[src/rtl/card_supply_seq.sv]
module card_supply_seq #(
  parameter int CLK_HZ   = 48_000_000,
  parameter int PUMP_HZ  = 800_000,
  parameter int STEP_CYC = 16,
  parameter int OFF_US   = 350,
  parameter int STAB_US  = 50_000
) (
  input  logic clk,
  input  logic rst_n,
  input  logic stop_n,
  input  logic vsel_3v,
  input  logic pwr_req,
  input  logic host_clk,
  output logic rst_en,
  output logic clk_en,
  output logic dat_en,
  output logic pump_en,
  output logic pump_ph1,
  output logic pump_ph2,
  output logic bypass_en,
  output logic discharge,
  output logic ready
);
  localparam int MHZ       = CLK_HZ / 1_000_000;
  localparam int OFF_CYC   = MHZ * OFF_US;
  localparam int STAB_CYC  = MHZ * STAB_US;
  localparam int PUMP_PER  = CLK_HZ / PUMP_HZ;
  localparam int PUMP_HALF = PUMP_PER / 2;
  localparam int OW = $clog2(OFF_CYC + 1);
  localparam int BW = $clog2(STAB_CYC + 1);
  localparam int SW = $clog2(STEP_CYC + 1);
  localparam int PW = $clog2(PUMP_PER + 1);

  typedef enum logic [1:0] {S_OFF, S_ON, S_DOWN} st_t;

  st_t           st;
  logic [1:0]    sync;
  logic          stop_s;
  logic          r_q, c_q, d_q, sup_q, vsel_q;
  logic [1:0]    stage;
  logic [SW-1:0] step_cnt;
  logic [OW-1:0] off_cnt;
  logic [BW-1:0] stab_cnt;
  logic [PW-1:0] ph_cnt;

  assign stop_s    = sync[1];
  assign rst_en    = r_q & stop_n;
  assign clk_en    = c_q & stop_n;
  assign dat_en    = d_q & stop_n;
  assign pump_en   = sup_q & ~vsel_q;
  assign bypass_en = sup_q & vsel_q;
  assign discharge = (off_cnt != '0);
  assign ready     = (st == S_ON) && (stab_cnt == '0);
  assign pump_ph1  = pump_en && (ph_cnt != '0) && (ph_cnt < PW'(PUMP_HALF));
  assign pump_ph2  = pump_en && (ph_cnt > PW'(PUMP_HALF));

  always_ff @(posedge clk or negedge rst_n) begin
    if (!rst_n) begin
      sync     <= 2'b00;
      st       <= S_OFF;
      r_q      <= 1'b0;
      c_q      <= 1'b0;
      d_q      <= 1'b0;
      sup_q    <= 1'b0;
      vsel_q   <= 1'b0;
      stage    <= 2'd0;
      step_cnt <= '0;
      off_cnt  <= '0;
      stab_cnt <= '0;
    end else begin
      sync <= {sync[0], stop_n};
      if (off_cnt != '0) off_cnt <= off_cnt - 1'b1;
      case (st)
        S_OFF: begin
          vsel_q <= vsel_3v;
          if (off_cnt == '0 && pwr_req && stop_s) begin
            st       <= S_ON;
            r_q      <= 1'b1;
            c_q      <= 1'b1;
            d_q      <= 1'b1;
            sup_q    <= 1'b1;
            stab_cnt <= BW'(STAB_CYC);
          end
        end
        S_ON: begin
          if (stab_cnt != '0) stab_cnt <= stab_cnt - 1'b1;
          if (!pwr_req || !stop_s) begin
            st       <= S_DOWN;
            r_q      <= 1'b0;
            stage    <= 2'd0;
            step_cnt <= SW'(STEP_CYC - 1);
          end
        end
        S_DOWN: begin
          if (step_cnt != '0) step_cnt <= step_cnt - 1'b1;
          else begin
            step_cnt <= SW'(STEP_CYC - 1);
            case (stage)
              2'd0: begin
                c_q <= 1'b0;
                if (!host_clk) begin
                  d_q   <= 1'b0;
                  stage <= 2'd2;
                end else stage <= 2'd1;
              end
              2'd1: begin
                d_q   <= 1'b0;
                stage <= 2'd2;
              end
              default: begin
                sup_q   <= 1'b0;
                st      <= S_OFF;
                off_cnt <= OW'(OFF_CYC);
              end
            endcase
          end
        end
        default: st <= S_OFF;
      endcase
    end
  end

  always_ff @(posedge clk or negedge rst_n) begin
    if (!rst_n)                                ph_cnt <= '0;
    else if (!pump_en)                         ph_cnt <= '0;
    else if (ph_cnt == PW'(PUMP_PER - 1))      ph_cnt <= '0;
    else                                       ph_cnt <= ph_cnt + 1'b1;
  end

  AST_PHASE_EXCL: assert property (@(posedge clk) disable iff (!rst_n) !(pump_ph1 && pump_ph2));
  AST_DEAD_PH2: assert property (@(posedge clk) disable iff (!rst_n) $rose(pump_ph2) |-> !$past(pump_ph1));
  AST_DEAD_PH1: assert property (@(posedge clk) disable iff (!rst_n) $rose(pump_ph1) |-> !$past(pump_ph2));
  AST_NO_PUMP_3V: assert property (@(posedge clk) disable iff (!rst_n) bypass_en |-> !pump_ph1 && !pump_ph2);
  AST_VSEL_HELD: assert property (@(posedge clk) disable iff (!rst_n) (sup_q && $past(sup_q)) |-> $stable(vsel_q));
  AST_CLK_AFTER_RST: assert property (@(posedge clk) disable iff (!rst_n) $fell(c_q) |-> !r_q);
  AST_DAT_AFTER_CLK: assert property (@(posedge clk) disable iff (!rst_n) $fell(d_q) |-> !c_q);
  AST_SUP_AFTER_DAT: assert property (@(posedge clk) disable iff (!rst_n) $fell(sup_q) |-> !d_q && discharge);
  AST_LOCKOUT: assert property (@(posedge clk) disable iff (!rst_n) $rose(sup_q) |-> !$past(discharge));
  AST_READY_SUPPLY: assert property (@(posedge clk) disable iff (!rst_n) ready |-> (pump_en || bypass_en));
endmodule

[config.mk]
export PLATFORM = sky130hd
export DESIGN_NAME = card_supply_seq
export DESIGN_NICKNAME = d
export VERILOG_FILES = /design/src/rtl/card_supply_seq.sv
export SDC_FILE = /design/constraint.sdc
export NUM_CORES = 1
export LEC_CHECK = 0
export BUFFER_PORTS_ARGS = -buffer_cell sky130_fd_sc_hd__clkbuf_2
export CAP_MARGIN = 30
export CORE_ASPECT_RATIO = 1.1
export CORE_UTILIZATION = 50
export CTS_CLUSTER_DIAMETER = 30
export CTS_CLUSTER_SIZE = 10
export DETAILED_ROUTE_END_ITERATION = 8
export GPL_ROUTABILITY_DRIVEN = 0
export PLACE_DENSITY = 0.71
export SYNTH_ARGS = -nofsm -noshare
export SYNTH_HDL_FRONTEND = slang
export SYNTH_SLANG_ARGS = --single-unit
[constraint.sdc]
create_clock -name clk -period 6.5 [get_ports clk]
set_clock_uncertainty 0.15 [all_clocks]
set_input_delay 1.3 -clock clk [delete_from_list [all_inputs] [get_ports clk]]
set_output_delay 1.3 -clock clk [all_outputs]
set_load 0.03 [all_outputs]
==> results of run 1 <==
[state kept, by name (all words and copies together), names as in the netlist]
signal / count
stab_cnt: 22
ph_cnt: 6
vsel_q: 1
st: 2
off_cnt: 15
stage: 2
step_cnt: 5
c_q: 1
sync: 2
r_q: 1
d_q: 1
sup_q: 1
[layout by cell type (no fill, tap or decap), types with 3 or more instances in the layout]
master,n
nand2b_1,8
bufinv_16,4
or3_1,11
nor3_1,9
xnor2_1,10
nor2_1,37
ha_1,10
nand3_1,16
a22o_1,4
xor2_1,5
nor4b_1,3
mux2i_1,4
dfrtp_1,59
mux2_2,4
o31ai_1,8
o21a_1,3
o21ai_0,12
nor4_1,14
and2_1,5
or4_1,11
a21oi_1,16
nor2b_1,5
buf_4,4
or3b_2,3
inv_1,17
o22a_1,3
clkbuf_8,9
nand4_1,9
nand2_1,22
clkbuf_2,14
or2_2,4
[worst reg2reg max path: cells and delay by family (launching register included)]
kind | cells | cell delay [ns]
buffers and inverters | 1 | 0.10
flip-flops | 1 | 0.38
adder cells (fa/ha/maj) | 1 | 0.16
AND/OR/NAND/NOR | 5 | 2.09
[report_power, final]
group | switching (µW) | internal, µW
registers | 110 | 466
logic | 217 | 169
clock network | 143 | 293
[kinds of logic after synthesis]
logic type	synth area share, %
muxes	2.55
adders and majority gates	3.75
xor gates and xnor gates	3.94
buffers and inverters	3.75
AOI/OAI and AO/OA	12.6
and+or+nand+nor	29.2
DFF	44.2
[stage by stage]
| stage | setup slack [ns] | cell area, µm² |
|---|---|---|
| 6_report | 2.05 | 3740 |
| 5_1_grt | 1.85 | 3740 |
| 4_1_cts | 2.09 | 3740 |
| 3_5_place_dp | 2.49 | 3480 |
| 3_3_place_gp | 2.55 | 3480 |
| 2_1_floorplan | 3.05 | 3340 |
[path summary, 6_finish.rpt]
kind                           endpoint  slack, ns
max reg2reg                stab_cnt[10]       3.50
max in group asynchronous      stage[0]       4.75
min reg2reg                     sync[1]       0.20
max                               ready       2.05
min                             sync[1]       0.20
min in group asynchronous     ph_cnt[4]       0.95
[layer usage]
layer | vias to the layer above | global-route usage [%]
li1 | 1338 | -
met1 | 1328 | 28.3
met2 | 52 | 33.5
met3 | 15 | 3.85
met4 | 0 | 10.7
met5 | - | 0
[area by class of cell]
cell class	instances	share of cell area, %
Clock buffer	11	3.52
Inverter	18	1.81
Multi-Input combinational cell	266	46.5
Sequential cell	59	39.5
Tap cell	80	2.68
Timing Repair Buffer	18	2.68
Clock inverter	5	3.35
==> run metrics, run 1 <==
status=completed; final setup violation count=0; Hold Path Cell Cnt=0; Die ar.=0.00701 mm²; Core ar.=around 0.0063 mm²; Gate Count Post-Synth=between 300 and 400; Worst-Margin Slew=between 0.9 and 1 ns; CP startpoint=stab_cnt[0]; RSZ-0062 raised after global routing=no; critical path type=flip-flop to output port; nets@finish=388; Avg Cell Area, Syn=just over 9 µm²; number of I/O port buffers=14; via count=approximately 2,700; H-tree levels=3; CP delay by family, top=simple AND/OR/NAND/NOR gates; Worst setup EP type=output port; top cells by area, synth=dfrtp_1, nor2_1, ha_1, nor4_1, xnor2_1; Post-Route Utilization=59.3%; worst hold slack=about 0.2 ns; leakage=0.00159 µW; Max VDD drop=0.239 mV; cell taking the most area after synthesis=dfrtp_1; Clk pin slew, worst setup/hold paths=approximately 0.060 ns; crit path max fanout=12; max-capacitance violation count=0; Reg-to-Reg Start=stab_cnt[0]; Die H=~90 µm; insertion delay to the later sink of the worst-skew pair=between 0.3 and 0.4 ns; CP required=between 5 and 6 ns; wl on met1=approximately 3.2 mm; CTS Buf Count=9; initial antenna violation count=0; first-pass GRT wire length=approximately 11 mm; sequential area share after synthesis=between 40 and 50%; Worst slew margin=a little under two fifths; CTS tree=done; number of hold buffers added after cts=0; routed wl met2=about 3 mm; Top Metal Used=met4; TNS Setup=0 ns; minimum clock period after layout=between 4 and 5 ns; Layout Area Growth over Synthesis=12.0%; R2R cell count=7; dpl hpwl=4.45 mm; ordered list of cells on the worst path=inv_1 > ha_1 > or3b_2 > nor4_1 > nand3_1 > clkinv_1 > clkbuf_2; Root Buffer=clkbuf_8; wire length on met3=approximately 260 µm; Tot GR Track Use=between 20% and 30%; post-DR wirelength/cell=14.4 µm; post-CTS setup buffers=0; Fmax achieved=225 MHz; Multi-input gate area=between 0.0015 and 0.002 mm²; Worst path slowest cell=or3b_2; Syn Nets=373; Clock Sink Count=59; Hold Path Class=flip-flop to flip-flop; Initial Utilization=a little over half; startpoint class of the critical path=flip-flop; vias per cell=approximately 6.0; Worst EP arrival=~3.0 ns; filler cell count=roughly 560; CP peak stage delay=0.52 ns; FFs w/ async S/R, synth=100%; cell area after synthesis=~0.0033 mm²; Inst Count DP=441; Synth Warn #=0; num rows=30; drt pass-1 iters=4; Final Power=roughly 1400 µW; number of synthesized flops with an enable pin=0; Distinct cells, synth=between 50 and 60; final wirelength=6.60 mm; Clock Tree Buf Depth=2; Max Slew Vio Count=0; ratio of final minimum period to clock period=roughly 68%; Yosys reg bits=slightly below 60; storage element area=approximately 0.0015 mm²; Worst Hold Launch=sync[0]; synth cell count leaders=dfrtp_1, nor2_1, nand2_1; number of diodes=0; Hold Vio Cnt, Final=0; Final ANT Viol Nets=0; buffer and inverter count on the worst path=3; CTS resizes=0; layout cells sized above 1=about an eighth; Die X=79.9 µm; largest net degree at the start of global routing=60; io pins=15; post-synth top area share=between 40% and 50%; vias in the first global route=roughly 2,500; total global routing overflow=0; ys flop type=dfrtp_1; drc violations=0; drt initial violations=approximately 150; most common cell in the synthesized netlist=dfrtp_1; Crit path depth=7; pwr dens=~370 mW/mm²; Finished Layout Cells=457
No activity file was read; power rests on OpenSTA's default activity.
==> run 2, diff against run 1 <==
- ABC_AREA: not set -> 1
- PLACE_DENSITY: 0.71 -> 0.73
- clock period: 6.5 -> 4 ns (I/O delays scaled with it)
==> run 2 against run 1 <==
  * Hold slack better by 0.0039 ns
  * Wire length up 13%
  * Synthesized cell count up 41%
  * Critical path depth down 2
  * Core utilization down 1.2 points
  * Critical path type unchanged
  * Critical endpoint unchanged
  * Largest power group is now combinational cells
  * Highest routed layer unchanged
==> run metrics, run 2 <==
leakage=0.00202 µW (+27%); most common cell in the synthesized netlist=nand2_1; CP required=3.05 ns (-2.00 ns); ys flop type=dfrtp_1; number of diodes=0 (unchanged); ordered list of cells on the worst path=inv_1 > ha_1 > inv_2 > nor3_1 > clkbuf_2; Core ar.=0.00675 mm² (+7.0%); post-DR wirelength/cell=12.1 µm (-16%); Root Buffer=clkbuf_8; Comb power frac=46.8% (+19 points); via count=3,204 (+17%); cell area after synthesis=0.00358 mm² (+7.2%); pwr dens=762 mW/mm² (+100%); nets@finish=541 (+39%); minimum clock period after layout=between 3 and 4 ns; io pins=15 (unchanged); CTS tree=done; Worst-Margin Slew=0.887 ns (-0.0358 ns); filler cell count=633 (+13%); Int Power=1590 µW (+71%); flop-to-flop setup slack=1.67 ns (-1.83 ns); Clock Tree Buf Depth=2 (unchanged); Max Slew Vio Count=0 (unchanged); part of the power in registers=34.1% (-7.1 points); RSZ-0062 raised after global routing=no; insertion delay to the later sink of the worst-skew pair=0.35 ns (about the same); Clk pin slew, worst setup/hold paths=0.07 ns (about the same); drt initial violations=242 (+57%); number of synthesized flops with an enable pin=0 (unchanged); Final ANT Viol Nets=0 (unchanged); buffer and inverter count on the worst path=3 (unchanged); Tot GR Track Use=22.7% (+1.4 points); CTS Buf Count=9 (unchanged); number of hold buffers added after cts=0 (unchanged); cell taking the most area after synthesis=dfrtp_1; Clock power frac=19.1% (-12 points); post-synth top area share=41.3% (-3.0 points); drc violations=0 (unchanged); startpoint class of the critical path=flip-flop; CTS resizes=0 (unchanged); Syn Nets=521 (+40%); H-tree levels=3 (unchanged); Hold Vio Cnt, Final=0 (unchanged); Worst path slowest cell=ha_1; Die ar.=0.00750 mm² (+7.0%); ratio of final minimum period to clock period=~76%; first-pass GRT wire length=13.0 mm (+14%); Die X=82.6 µm (+3.4%); CP delay by family, top=buffers and inverters; Worst slew margin=40.9% (+2.6 points); final wirelength=7.43 mm (+13%); register with the most flip-flops=stab_cnt; Worst EP arrival=2.08 ns (-0.92 ns); Gate Count Post-Synth=505 (+41%); drt pass-1 iters=5 (+1); num rows=31 (+3.3%); status=completed; crit path max fanout=19 (+7); vias in the first global route=3,004 (+21%); number of I/O port buffers=14 (unchanged); top cells by area, synth=dfrtp_1, nand2_1, nor2_1, inv_1, nand3_1; Die H=90.7 µm (+3.4%); Net Sw Frac=46.8% (+13 points); critical path type=flip-flop to output port; Clock Sink Count=59 (unchanged); max reg flops=22 (unchanged); worst hold slack=0.204 ns (+0.00389 ns); Psw=1400 µW (+200%); sequential area share after synthesis=41.3% (-3.0 points); leading registers by flop count=stab_cnt (22), off_cnt (15), ph_cnt (6); Avg Cell Area, Syn=7.08 µm² (-24%); final setup violation count=0 (unchanged); Fmax achieved=about 330 MHz; Max VDD drop=0.408 mV (+71%); Worst setup EP type=output port; Finished Layout Cells=612 (+34%); Distinct cells, synth=36 (-32%); FFs w/ async S/R, synth=100% (unchanged); Inst Count DP=596 (+35%); most common cell after layout, fill and taps aside=nand2_1; Layout Area Growth over Synthesis=9.55%; Final Power=2990 µW (+110%); Hold Path Class=flip-flop to flip-flop; max-capacitance violation count=0 (unchanged); vias per cell=5.24 (-12%); largest net degree at the start of global routing=38 (-37%); post-CTS setup buffers=0 (unchanged); total global routing overflow=0 (unchanged); layout cells sized above 1=9.25% (-3.5 points); commonest non-fill, non-tap cells in the layout=nand2_1, nor2_1, dfrtp_1, inv_1, nand3_1; initial antenna violation count=0 (unchanged); TNS Setup=0 ns (unchanged); dpl hpwl=5.38 mm (+21%); Initial Utilization=53.0% (+0.067 points); Yosys reg bits=59 (unchanged); Synth Warn #=0 (unchanged); synth cell count leaders=nand2_1, nor2_1, dfrtp_1; CP peak stage delay=0.45 ns (-0.07 ns)
==> run 2: changes by cell type after synthesis, moves of 8 or more <==
cell | previous run | this run
nand2b_1 | 8 | 0
clkbuf_1 | 10 | 1
or4_1 | 11 | 0
inv_1 | 17 | 48
nor4_1 | 14 | 2
nand2_1 | 22 | 173
or3_1 | 11 | 0
nor2_1 | 37 | 81
nand3_1 | 16 | 29
==> run 2: worst register-to-register path: stages, from the launching register on <==
cell and delay (ns):
dfrtp_1 0.40, inv_1 0.08, ha_1 0.45, inv_2 0.27, nand2_1 0.19, nand2_1 0.11, nor2_4 0.42, nand2_1 0.12
nand2_1 0.09
==> run 2: metal layers <==
| layer | wire (µm) | track usage (%) | vias to the layer above |
|---|---|---|---|
| li1 | - | - | 1633 |
| met1 | 3510 | 29.1 | 1476 |
| met2 | 3410 | 35.8 | 79 |
| met3 | 361 | 5.66 | 16 |
| met4 | 149 | 9.20 | 0 |
| met5 | 0 | 0 | - |
==> run 2: per-stage QoR <==
stage | setup WS [ns] | utilization (%) | area [µm²]
finish | 0.969 | 58.1 | 3920
global route | 0.773 | 58.1 | 3920
CTS | 0.944 | 58.1 | 3920
detailed placement | 1.35 | 55.0 | 3710
global placement | 1.44 | 55.0 | 3710
floorplan | 1.35 | - | 3580
==> run 2: power groups by stage <==
stage          Clock, µW  Combinational, µW  Sequential, µW
6_report             570               1400            1020
3_5_place_dp           0               1410            1020
3_3_place_gp           0               1360            1020
2_1_floorplan          0               1170             972
5_1_grt              608               1620            1050
4_1_cts              584               1410            1020
==> run 2: final timing paths <==
path / start / endpoint / depth (start not counted)
setup reg to reg: st[1] / stab_cnt[21] / 8
min in group asynchronous: rst_n / off_cnt[10] / 1
hold reg to reg: sync[0] / sync[1] / 0
setup / recovery: st[1] / ready / 5
max in group asynchronous: rst_n / stab_cnt[3] / 2
hold / removal: sync[0] / sync[1] / 0
==> run 2: logic make-up after synthesis <==
kind of cell | after synthesis | synth area share [%]
AOI/OAI and AO/OA | 36 | 5.77
xor gates and xnor gates | 17 | 4.16
adders and majority gates | 10 | 3.50
buffers and inverters | 59 | 6.75
DFF | 59 | 41.3
and+or+nand+nor | 324 | 38.5
==> run 2: cell type report <==
class / count / area (µm²) / share of cell area, %
clock buffer: 12 / 155 / 3.96
clock inverter: 4 / 48.8 / 1.25
inverter: 53 / 199 / 5.08
multi-input combinational: 387 / 1860 / 47.4
sequential: 59 / 1480 / 37.7
tap: 82 / 103 / 2.62
timing repair buffer: 15 / 77.6 / 1.98
==> run 3, diff against run 2 <==
- PLACE_DENSITY: 0.73 -> 0.71
- clock period: 4 -> 3.11 ns (I/O delays scaled with it)
==> run 3 against run 2 <==
  * Clock power grew 31%
  * Setup slack worse by 0.49 ns
  * Global-route usage down 0.088 points
  * Clock-buffer cell count unchanged
  * Critical path type unchanged
==> run metrics, run 3 (synthesis gave the netlist of run 2 again) <==
post-route worst setup slack=0.478 ns (-0.492 ns); Critical Path End=ready; pwr dens=982 mW/mm² (+29%); Worst-Margin Slew=0.730 ns (-0.157 ns); flop-to-flop setup slack=0.85 ns (-0.82 ns); Inst Count DP=597 (+0.17%); ratio of final minimum period to clock period=between 80% and 90%; critical path type=flip-flop to output port; Layout Area Growth over Synthesis=10.0%; Fmax achieved=roughly 380 MHz; via count=3,167 (-1.2%); R2R Path End=stab_cnt[5]; CTS tree=done; crit path max fanout=5 (-14); number of I/O port buffers=14 (unchanged); Hold Path Cell Cnt=0 (unchanged); R2R cell count=11 (+3); Final Power=3870 µW (+29%); drc violations=0 (unchanged); post-CTS setup buffers=0 (unchanged); post-DR wirelength/cell=12.2 µm (+0.20%); Die H=90.7 µm (unchanged); Worst EP arrival=1.86 ns (-0.22 ns); minimum clock period after layout=2.63 ns; Worst slew margin=51.3% (+10 points); max-capacitance violation count=0 (unchanged); number of diodes=0 (unchanged); leakage=0.00203 µW (+0.35%); CP required=2.34 ns (-0.71 ns); final wirelength=7.46 mm (+0.36%); Worst setup EP type=output port; vias per cell=5.17 (-1.3%); num rows=31 (unchanged); pre-CTS setup slack=0.848 ns (-0.498 ns); Top Metal Used=met4; total global routing overflow=0 (unchanged); ordered list of cells on the worst path=inv_1 > ha_1 > nand2_2 > nor3_1 > nand3_1 > nor3_1 > clkbuf_2; insertion delay to the later sink of the worst-skew pair=0.35 ns (about the same); final setup violation count=0 (unchanged); dpl hpwl=5.27 mm (-2.1%); status=completed; Hold Vio Cnt, Final=0 (unchanged); startpoint class of the critical path=flip-flop; initial antenna violation count=0 (unchanged); Clk pin slew, worst setup/hold paths=0.07 ns (about the same); register with the most flip-flops=stab_cnt; number of hold buffers added after cts=0 (unchanged); most common cell after layout, fill and taps aside=nand2_1; Worst path slowest cell=dfrtp_1; Hold Path Class=flip-flop to flip-flop; max reg flops=22 (unchanged); largest net degree at the start of global routing=60 (+58%); TNS Setup=0 ns (unchanged); Max Slew Vio Count=0 (unchanged); Die X=82.6 µm (unchanged); layout cells sized above 1=9.60% (+0.36 points); CTS Buf Count=9 (unchanged); RSZ-0062 raised after global routing=no; io pins=15 (unchanged); commonest non-fill, non-tap cells in the layout=nand2_1, nor2_1, dfrtp_1, inv_1, nand3_1; Reg-to-Reg Start=off_cnt[0]; CP peak stage delay=0.39 ns (-0.06 ns); H-tree levels=3 (unchanged); Final ANT Viol Nets=0 (unchanged); nets@finish=542 (+0.18%); Clock Sink Count=59 (unchanged); Die ar.=0.00750 mm² (unchanged); Root Buffer=clkbuf_8; Tot GR Track Use=22.6% (-0.088 points); Clock Tree Buf Depth=2 (unchanged); Initial Utilization=53.0% (unchanged); Max VDD drop=0.507 mV (+24%); vias in the first global route=3,036 (+1.1%); Most common cell on crit path=nor3_1; drt pass-1 iters=5 (unchanged); CTS resizes=0 (unchanged); routed wl met2=3.34 mm (-2.3%); Core ar.=0.00675 mm² (unchanged); Finished Layout Cells=613 (+0.16%); wl on met1=3.68 mm (+5.0%); wire length on met3=284 µm (-21%); first-pass GRT wire length=13.2 mm (+1.4%); drt initial violations=170 (-30%); leading registers by flop count=stab_cnt (22), off_cnt (15), ph_cnt (6); CP startpoint=stab_cnt[0]
run 3: cell count changes in the layout (fill, tap and decap cells not counted), sizes merged:
cell / change
clkinvlp: +1
clkinv: -1
buf: +1
run 3: worst min path at each step:
stage,start,end,slack (ns)
final,sync[0],sync[1],0.20
after global routing,sync[0],sync[1],0.22
after CTS,sync[0],sync[1],0.21
after detailed placement,sync[0],sync[1],0.20
after global placement,sync[0],sync[1],0.18
after floorplan,rst_n,c_q,0.18
run 3: routing by layer:
metal,vias up,GRT usage [%]
met2,66,34.8
li1,1636,-
met5,-,0
met1,1450,30.0
met3,15,4.85
met4,0,9.63
run 3: report_power, final:
group          internal, µW  total (µW)  switching [µW]
Combinational           592        1810            1210
Clock                   433         748             315
Sequential             1040        1310             269
Total                  2070        3870            1800
run 3: final cells by class:
type | instances | area (µm²)
Fill cell | 630 | 2810
Multi-Input combinational cell | 387 | 1860
Sequential cell | 59 | 1480
Inverter | 53 | 199
Clock buffer | 12 | 165
Tap cell | 82 | 103
Timing Repair Buffer | 16 | 85.1
Clock inverter | 4 | 47.5
run 3: critical path, delay by kind of cell, from the launching register on:
family	cells	cell delay, ns
and+or+nand+nor	4	0.55
adders and majority gates	1	0.26
DFF	1	0.39
buffers and inverters	2	0.32
run 3: per-stage QoR:
stage	cell area (µm²)	utilization (%)	hold slack, ns
after floorplan	3580	-	0.176
after global placement	3720	55.2	0.184
after detailed placement	3720	55.2	0.196
after CTS	3940	58.3	0.210
after global routing	3940	58.3	0.219
final	3940	58.3	0.205
